$ cat src/rtl/rmw_pkg.sv
package rmw_pkg;

  typedef enum logic [2:0] {
    OP_SHL  = 3'd0,
    OP_RTL  = 3'd1,
    OP_SHR  = 3'd2,
    OP_RTR  = 3'd3,
    OP_INCR = 3'd4,
    OP_DECR = 3'd5,
    OP_KEEP = 3'd6,
    OP_KEEP2 = 3'd7
  } rmwOp_e;

  typedef enum logic [1:0] {
    PH_IDLE  = 2'd0,
    PH_WRITE = 2'd1,
    PH_FLAG  = 2'd2
  } rmwPhase_e;

  typedef struct packed {
    logic loadOperand;
    logic writeStrobe;
    logic flagUpdate;
  } rmwCtl_t;

endpackage

$ cat src/rtl/rmw_alu.sv
module rmw_alu
  import rmw_pkg::*;
#(
  parameter int DATA_W = 8
) (
  input  logic [DATA_W-1:0] aIn,
  input  rmwOp_e            op,
  input  logic              cIn,
  output logic [DATA_W-1:0] result,
  output logic              cOut,
  output logic              carryTouched
);
  localparam int MSB = DATA_W - 1;

  always_comb begin
    result       = aIn;
    cOut         = cIn;
    carryTouched = 1'b0;
    unique case (op)
      OP_SHL: begin
        result       = {aIn[MSB-1:0], 1'b0};
        cOut         = aIn[MSB];
        carryTouched = 1'b1;
      end
      OP_RTL: begin
        result       = {aIn[MSB-1:0], cIn};
        cOut         = aIn[MSB];
        carryTouched = 1'b1;
      end
      OP_SHR: begin
        result       = {1'b0, aIn[MSB:1]};
        cOut         = aIn[0];
        carryTouched = 1'b1;
      end
      OP_RTR: begin
        result       = {cIn, aIn[MSB:1]};
        cOut         = aIn[0];
        carryTouched = 1'b1;
      end
      OP_INCR: result = aIn + 1'b1;
      OP_DECR: result = aIn - 1'b1;
      default: result = aIn;
    endcase
  end
endmodule

$ cat src/rtl/rmw_ctrl.sv
module rmw_ctrl
  import rmw_pkg::*;
(
  input  logic    clk,
  input  logic    rstN,
  input  logic    rdy,
  input  logic    start,
  output rmwCtl_t ctl
);
  rmwPhase_e phase, phaseNext;

  always_comb begin
    ctl.loadOperand = (phase == PH_IDLE)  && rdy && start;
    ctl.writeStrobe = (phase == PH_WRITE) && rdy;
    ctl.flagUpdate  = (phase == PH_FLAG)  && rdy;
  end

  always_comb begin
    phaseNext = phase;
    unique case (phase)
      PH_IDLE:  if (start) phaseNext = PH_WRITE;
      PH_WRITE: phaseNext = PH_FLAG;
      PH_FLAG:  phaseNext = PH_IDLE;
      default:  phaseNext = PH_IDLE;
    endcase
  end

  always_ff @(posedge clk or negedge rstN) begin
    if (!rstN)    phase <= PH_IDLE;
    else if (rdy) phase <= phaseNext;
  end

  // a stalled cycle leaves the sequencer where it was
  assert_phase_hold_R7: assert property (@(posedge clk) disable iff (!rstN)
    !rdy |=> $stable(phase));

  // one write strobe per operation, never two in a row
  assert_single_write_R4: assert property (@(posedge clk) disable iff (!rstN)
    ctl.writeStrobe |=> !ctl.writeStrobe);

  // the flag phase always directly follows an active write cycle
  assert_flag_after_write_R9: assert property (@(posedge clk) disable iff (!rstN)
    ctl.writeStrobe |=> (phase == PH_FLAG));
endmodule

$ cat src/rtl/rmw_datapath.sv
module rmw_datapath
  import rmw_pkg::*;
#(
  parameter int DATA_W = 8
) (
  input  logic              clk,
  input  logic              rstN,
  input  rmwCtl_t           ctl,
  input  logic [DATA_W-1:0] operand,
  input  rmwOp_e            opSel,
  input  logic              carryIn,
  output logic [DATA_W-1:0] wrData,
  output logic              flagN,
  output logic              flagZ,
  output logic              flagC
);
  localparam int MSB = DATA_W - 1;

  logic [DATA_W-1:0] opReg;
  rmwOp_e            opSelReg;
  logic              cinReg;
  logic [DATA_W-1:0] aluRes;
  logic              aluCout;
  logic              aluTouched;

  always_ff @(posedge clk or negedge rstN) begin
    if (!rstN) begin
      opReg    <= '0;
      opSelReg <= OP_KEEP;
      cinReg   <= 1'b0;
    end else if (ctl.loadOperand) begin
      opReg    <= operand;
      opSelReg <= opSel;
      cinReg   <= carryIn;
    end
  end

  // One ALU, evaluated on the write cycle and again on the flag cycle
  // from identical held inputs.
  rmw_alu #(.DATA_W(DATA_W)) u_alu (
    .aIn          (opReg),
    .op           (opSelReg),
    .cIn          (cinReg),
    .result       (aluRes),
    .cOut         (aluCout),
    .carryTouched (aluTouched)
  );

  assign wrData = aluRes;

  always_ff @(posedge clk or negedge rstN) begin
    if (!rstN) begin
      flagN <= 1'b0;
      flagZ <= 1'b0;
      flagC <= 1'b0;
    end else if (ctl.flagUpdate) begin
      flagN <= aluRes[MSB];
      flagZ <= (aluRes == '0);
      flagC <= aluTouched ? aluCout : cinReg;
    end
  end

  // flags move only on the flag-update strobe from the sequencer
  assert_flags_hold_R7: assert property (@(posedge clk) disable iff (!rstN)
    !ctl.flagUpdate |=> $stable({flagN, flagZ, flagC}));

  // held operand changes only on an accepted start
  assert_operand_hold_R2: assert property (@(posedge clk) disable iff (!rstN)
    !ctl.loadOperand |=> $stable({opReg, opSelReg, cinReg}));
endmodule

$ cat src/rtl/rmw_flag_unit.sv
module rmw_flag_unit
  import rmw_pkg::*;
#(
  parameter int DATA_W = 8
) (
  input  logic              clk,
  input  logic              rstN,
  input  logic              rdy,
  input  logic              start,
  input  logic [2:0]        opSel,
  input  logic [DATA_W-1:0] operand,
  input  logic              carryIn,
  input  logic              decimalMode,
  output logic [DATA_W-1:0] wrData,
  output logic              wrEn,
  output logic              flagN,
  output logic              flagZ,
  output logic              flagC
);
  localparam int MSB = DATA_W - 1;

  rmwCtl_t ctl;
  logic    unusedDecimal;

  assign unusedDecimal = decimalMode;

  rmw_ctrl u_ctrl (
    .clk   (clk),
    .rstN  (rstN),
    .rdy   (rdy),
    .start (start),
    .ctl   (ctl)
  );

  rmw_datapath #(.DATA_W(DATA_W)) u_dp (
    .clk     (clk),
    .rstN    (rstN),
    .ctl     (ctl),
    .operand (operand),
    .opSel   (rmwOp_e'(opSel)),
    .carryIn (carryIn),
    .wrData  (wrData),
    .flagN   (flagN),
    .flagZ   (flagZ),
    .flagC   (flagC)
  );

  assign wrEn = ctl.writeStrobe;

  // Checking aid: byte actually presented to memory
  logic [DATA_W-1:0] lastWritten;
  always_ff @(posedge clk or negedge rstN) begin
    if (!rstN)     lastWritten <= '0;
    else if (wrEn) lastWritten <= wrData;
  end

  // flags agree with the byte that went to memory
  assert_nz_match_write_R5: assert property (@(posedge clk) disable iff (!rstN)
    ctl.flagUpdate |=> (flagN == lastWritten[MSB]) && (flagZ == (lastWritten == '0)));

  // no write strobe while stalled
  assert_write_needs_rdy_R4: assert property (@(posedge clk) disable iff (!rstN)
    !rdy |-> !wrEn);
endmodule

$ cat config.mk
export PLATFORM = sky130hd
export DESIGN_NAME = rmw_flag_unit
export DESIGN_NICKNAME = d
export VERILOG_FILES = /design/src/rtl/rmw_pkg.sv /design/src/rtl/rmw_alu.sv /design/src/rtl/rmw_ctrl.sv /design/src/rtl/rmw_datapath.sv /design/src/rtl/rmw_flag_unit.sv
export SDC_FILE = /design/constraint.sdc
export NUM_CORES = 1
export LEC_CHECK = 0
export CAP_MARGIN = 20
export CORE_MARGIN = 2
export CORE_UTILIZATION = 55
export CTS_BUF_LIST = sky130_fd_sc_hd__clkbuf_16
export DETAILED_ROUTE_END_ITERATION = 10
export DONT_BUFFER_PORTS = 1
export PLACE_DENSITY = 0.71
export SLEW_MARGIN = 20
export SYNTH_ARGS = -nofsm -noshare
export SYNTH_HDL_FRONTEND = slang
export SYNTH_HIERARCHICAL = 1
export SYNTH_SLANG_ARGS = --single-unit
$ cat constraint.sdc
create_clock -name clk -period 3.5 [get_ports clk]
set_input_delay 0.875 -clock clk [delete_from_list [all_inputs] [get_ports clk]]
set_output_delay 0.875 -clock clk [all_outputs]
set_load 0.02 [all_outputs]
==> impl_metrics.toml, run 1 <==
[run_status]
status = "finished, final reports clean"

[worst_setup_path]
start_kind = "register"
crit_path_max_fanout = 8
required_ns = 2.62
critPathArrivalTime_ns = 2.56
critical_path.reg2reg.endpoint = "u_dp/flagZ"
reg2reg_setup_slack_ns = 0.70
endpoint_kind = "output port"
crit_type = "reg -> out"
rr_worst_depth = 10
r2r-start = "u_dp/opSelReg[1]"

[floorplan]
rows = 18
core_um2 = 2430
dieHeight_um = 54.1
die-area_um2 = 2930
io_pins = 29
dieWidth_um = 54.1
start_util_pct = 56.7

[sta]
timing.final.ws_setup_ns = 0.0687
clock_skew_ns = 0.00120
finalCriticalPeriod_ns = 3.43
slew_viol_final = 0
min_period_over_period_pct = 98.0
tns_ns = 0
fmax_mhz = 291
tightest_slew_ns = 0.748
setup_viol = 0
relSlewSlack_pct = 50.1
final_hold_viol_count = 0
whs_ns = 0.323

[layout]
final_common_cell = "dfrtp_1"
diodes = 0
areaGrowthSynthToFinish_pct = 8.34
drive_gt1_share_pct = 27.3
nets = 161
post-route-cell-area_um2 = 1500
mostFrequentLayoutCells = "dfrtp_1, a21oi_1, mux2_4"
fin_cells = 169

[cts]
htree_levels = 1
tritoncts = "yes"
clockBufferDepth = 2
clk_pin_slew_ns = 0.05
cts_hold_buf = 0
clk_latency_ns = 0.24
cts_sinks = 17
cts_made_buffers = 3
clockRootBuffer = "clkbuf_16"

[placed_design]
dp_slack_ns = 0.317
place_inst = 161
place_congestion = 0.836
dp_hpwl_um = 2240
io_buffers = 0
place_area_um2 = 1380

[pwr]
leakagePower_nw = 0.652
peakVddDrop_mv = 0.619
power-per-cell-area_nw_per_um2 = 925

[synth]
synth.area.top_cells = "dfrtp_1, mux2_4, a21oi_1"
synthDominantCellAreaShare_pct = 27.2
async_flop_share_pct = 100
synth-warning-count = 6
postSynthAreaPerCell_um2 = 10.0
seq_area_frac_synth_pct = 31.0
syn_area_um2 = 1380
synth_edf_count = 0
yosys.area.top_type = "dfrtp_1"
syn_inst = 138
ys_ff_latch = 17
synth_fp_nets = 159
synth_flop_cell = "dfrtp_1"
synth_cell_types = 50

[grt]
grt_start_max_net_pins = 19
grt-ovfl-total = 0
first_global_vias = 993
grt_use_total_pct = 22.7
grt_antenna_before_repair = 0
grt_pass1_wl_um = 4700

[detailed_routing]
drcViolationCount = 0
firstDrtPassIters = 4
wl_per_cell_um = 18.6
antenna_left = 0
vias = 1082
routed_wl_um = 3140
first_iter_violations = 40
viasPerCell = 6.40

[job]
drv_cap = 0

[min_path]
min_path_type = "in -> async"
## cell type report
class	instances	area, um^2
Clock buffer	3	75.1
Inverter	5	18.8
Tap cell	30	37.5
Timing Repair Buffer	8	60.1
Sequential cell	17	428
Clock inverter	1	5.00
Fill cell	213	937
Multi-Input combinational cell	105	871
## worst max path at each step
stage,start,endpoint,cells after the start
4_1_cts,u_dp/opSelReg[2],wrData[6],9
2_1_floorplan,u_dp/opSelReg[2],wrData[6],10
3_5_place_dp,u_dp/opSelReg[2],wrData[6],9
6_report,u_dp/opSelReg[1],wrData[5],8
5_1_grt,u_dp/opSelReg[2],wrData[6],9
3_3_place_gp,u_dp/opSelReg[2],wrData[6],9
## repair_timing
action	in CTS	in global routing
endpoints found under the hold margin	0	0
buffers inserted	0	4
endpoints found under the setup margin	0	3
resized for setup	0	2
## metal layers
metal	GRT usage, %	up-vias	wire, um
met5	0	-	0
met4	6.67	0	24
met3	2.50	4	164
met2	37.8	39	1530
met1	31.0	522	1430
li1	-	517	-
## sequential cells by signal (all words and copies together), names as in the netlist
name,count
u_dp/opReg,8
u_ctrl/phase,2
u_dp/flagZ,1
u_dp/cinReg,1
u_dp/flagN,1
u_dp/opSelReg,3
u_dp/flagC,1
## synthesized netlist by cell type, drive strengths merged, types with 2 or more instances
master	count
dfrtp	15
mux2	14
a21oi	11
nor2	9
buf	7
nand2	7
inv	5
mux2i	5
nand3	5
clkbuf	4
ha	4
o21ai	4
o31ai	4
nor3	3
o21a	3
xnor2	3
a21o	2
a31oi	2
dfstp	2
mux4	2
nand3b	2
o211ai	2
or2	2
or3	2
## critical path: stages (launching register included)
cell and delay, ns:
dfstp_2 0.52, nand3b_4 0.18, inv_2 0.10, ha_1 0.43
o31ai_1 0.11, a21oi_1 0.20, o21ai_2 0.07, xnor2_1 0.13
mux4_2 0.56
## report_power, final
group	internal (mW)	switching, mW
sequential	0.265	0.119
combinational	0.343	0.433
clock	0.153	0.0708
total	0.761	0.623
## kinds of logic (layout without fill, tap and decap cells)
family          Yosys count  count (layout)  share of synthesized area, %
flops                    17              17                          31.0
buf+inv                  16              17                          6.44
simple gates             38              38                          16.0
compound gates           39              39                          19.9
xor+xnor                  3               3                          1.90
fa+ha+maj                 4               4                          3.63
mux                      21              21                          21.0
## through the flow
stage | total power, mW | utilization [%]
after floorplan | 0.985 | -
after global placement | 1.08 | 56.6
after detailed placement | 1.11 | 56.6
after CTS | 1.34 | 59.9
after global routing | 1.47 | 61.5
final | 1.38 | 61.5
No activity file was read; power rests on OpenSTA's default activity.
==> run 2: changes to the inputs <==
CORE_MARGIN = 3   (was 2)
CTS_CLUSTER_DIAMETER = 30   (was unset)
==> impl_metrics.toml, run 2 (synthesis results as in run 1) <==
[worst_setup_path]
required_ns = 2.62
r2r-start = "u_dp/opSelReg[1]"
crit_path_max_fanout = 9
critical_path.reg2reg.endpoint = "u_dp/flagZ"
crit_type = "reg -> out"
critPathArrivalTime_ns = 2.52
endpoint_kind = "output port"
start_kind = "register"
rr_worst_depth = 10
reg2reg_setup_slack_ns = 0.82

[pwr]
p_sw_share_pct = 44.4
total_power_mw = 1.37
combPwrFrac_pct = 56.1
pwr-share-seq_pct = 27.6
clockPowerShare_pct = 16.3
power-per-cell-area_nw_per_um2 = 918
p_sw_mw = 0.607
internal_power_mw = 0.761
leakagePower_nw = 0.648
peakVddDrop_mv = 0.649

[grt]
grt_use_total_pct = 19.7
grt-ovfl-total = 0
grt_pass1_wl_um = 4930
grt_start_max_net_pins = 19
first_global_vias = 1088
grt_antenna_before_repair = 0

[floorplan]
rows = 17
io_pins = 29
die-area_um2 = 3150
dieHeight_um = 56.1
start_util_pct = 60.1
core_um2 = 2300
dieWidth_um = 56.1

[layout]
multiInputGateArea_um2 = 878
largestRegisters = "u_dp/opReg: 8 flops, u_dp/opSelReg: 3 flops, u_ctrl/phase: 2 flops"
nets = 160
areaGrowthSynthToFinish_pct = 8.07
num-fill-cells = 191
final_common_cell = "dfrtp_1"
post-route-cell-area_um2 = 1490
post-route-util_pct = 64.9
mostFrequentLayoutCells = "dfrtp_1, a21oi_1, mux2_4"
diodes = 0
regMostFlops = "u_dp/opReg"
regArea_um2 = 428
largest_reg_flops = 8
drive_gt1_share_pct = 27.5

[detailed_routing]
routed_wl_um = 3020
wl_per_cell_um = 18.2
viasPerCell = 6.69
firstDrtPassIters = 4
drcViolationCount = 0
antenna_left = 0
vias = 1110
first_iter_violations = 43

[placed_design]
place_congestion = 0.784
dp_slack_ns = 0.296
dp_hpwl_um = 2170
place_area_um2 = 1380
io_buffers = 0

[sta]
final_hold_viol_count = 0
relSlewSlack_pct = 48.4
finalCriticalPeriod_ns = 3.39
fmax_mhz = 295
min_period_over_period_pct = 97.0
clock_skew_ns = 0.00410
timing.final.ws_setup_ns = 0.106
slew_viol_final = 0
setup_viol = 0
tightest_slew_ns = 0.774

[cts]
tritoncts = "yes"
htree_levels = 1
clk_pin_slew_ns = 0.05
cts_made_buffers = 3
clk_latency_ns = 0.25
cts_sinks = 17
clockBufferDepth = 2
clockRootBuffer = "clkbuf_16"
cts_hold_buf = 0

[run_status]
status = "finished, final reports clean"

[job]
drv_cap = 0

[min_path]
min_path_type = "in -> async"
==> run 2: cell count changes in the layout (fill, tap and decap cells not counted), sizes merged <==
| cell | delta |
|---|---|
| clkinv | -1 |
| buf | -1 |
| inv | +1 |
==> run 2: power groups by stage <==
| stage | Clock, mW | Sequential, mW | Combinational (mW) |
|---|---|---|---|
| after floorplan | 0 | 0.326 | 0.659 |
| after global placement | 0 | 0.377 | 0.703 |
| after detailed placement | 0 | 0.380 | 0.722 |
| after CTS | 0.223 | 0.377 | 0.725 |
| after global routing | 0.240 | 0.394 | 0.834 |
| final | 0.223 | 0.377 | 0.768 |
==> run 2: final cells by class <==
| type | count | area share (%) |
|---|---|---|
| multi-input cells | 105 | 58.9 |
| well taps | 28 | 2.35 |
| flip-flops and latches | 17 | 28.7 |
| clock inverters | 1 | 0.252 |
| repair buffers | 7 | 3.52 |
| clock buffers | 3 | 5.03 |
| inverters | 5 | 1.26 |
==> run 2: stage by stage <==
step | std cells | hold slack (ns) | setup TNS, ns
after floorplan | 138 | 0.478 | 0
after global placement | 159 | 0.493 | 0
after detailed placement | 159 | 0.513 | 0
after CTS | 163 | 0.320 | 0
after global routing | 166 | 0.308 | -0.00273
final | 166 | 0.319 | 0
==> run 2: critical path, stage by stage, from the launching register on <==
cell      delay [ns]
dfstp_2         0.53
nand3b_4        0.19
inv_2           0.10
ha_2            0.41
o31ai_1         0.09
a21oi_1         0.19
o21ai_2         0.08
xnor2_1         0.13
mux4_2          0.55
==> run 2: worst max-delay path by stage <==
stage | startpoint | cells past startpoint | end
2_1_floorplan | u_dp/opSelReg[2] | 10 | wrData[6]
3_3_place_gp | u_dp/opSelReg[2] | 9 | wrData[6]
4_1_cts | u_dp/opSelReg[2] | 9 | wrData[6]
3_5_place_dp | u_dp/opSelReg[2] | 9 | wrData[6]
6_report | u_dp/opSelReg[1] | 8 | wrData[5]
5_1_grt | u_dp/opSelReg[2] | 9 | wrData[6]
==> run 2: per-layer routing <==
metal	wire length [um]	share of wire, %	track usage [%]
met1	1320	44	24.7
met5	0	0	0
met3	249	8.2	6.26
met4	7	0.23	6.10
met2	1440	48	32.2
==> run 2: what timing repair did <==
action / in CTS / in global routing
gates resized for setup: 0 / 4
setup buffers: 0 / 3
endpoints found under the setup margin: 0 / 3
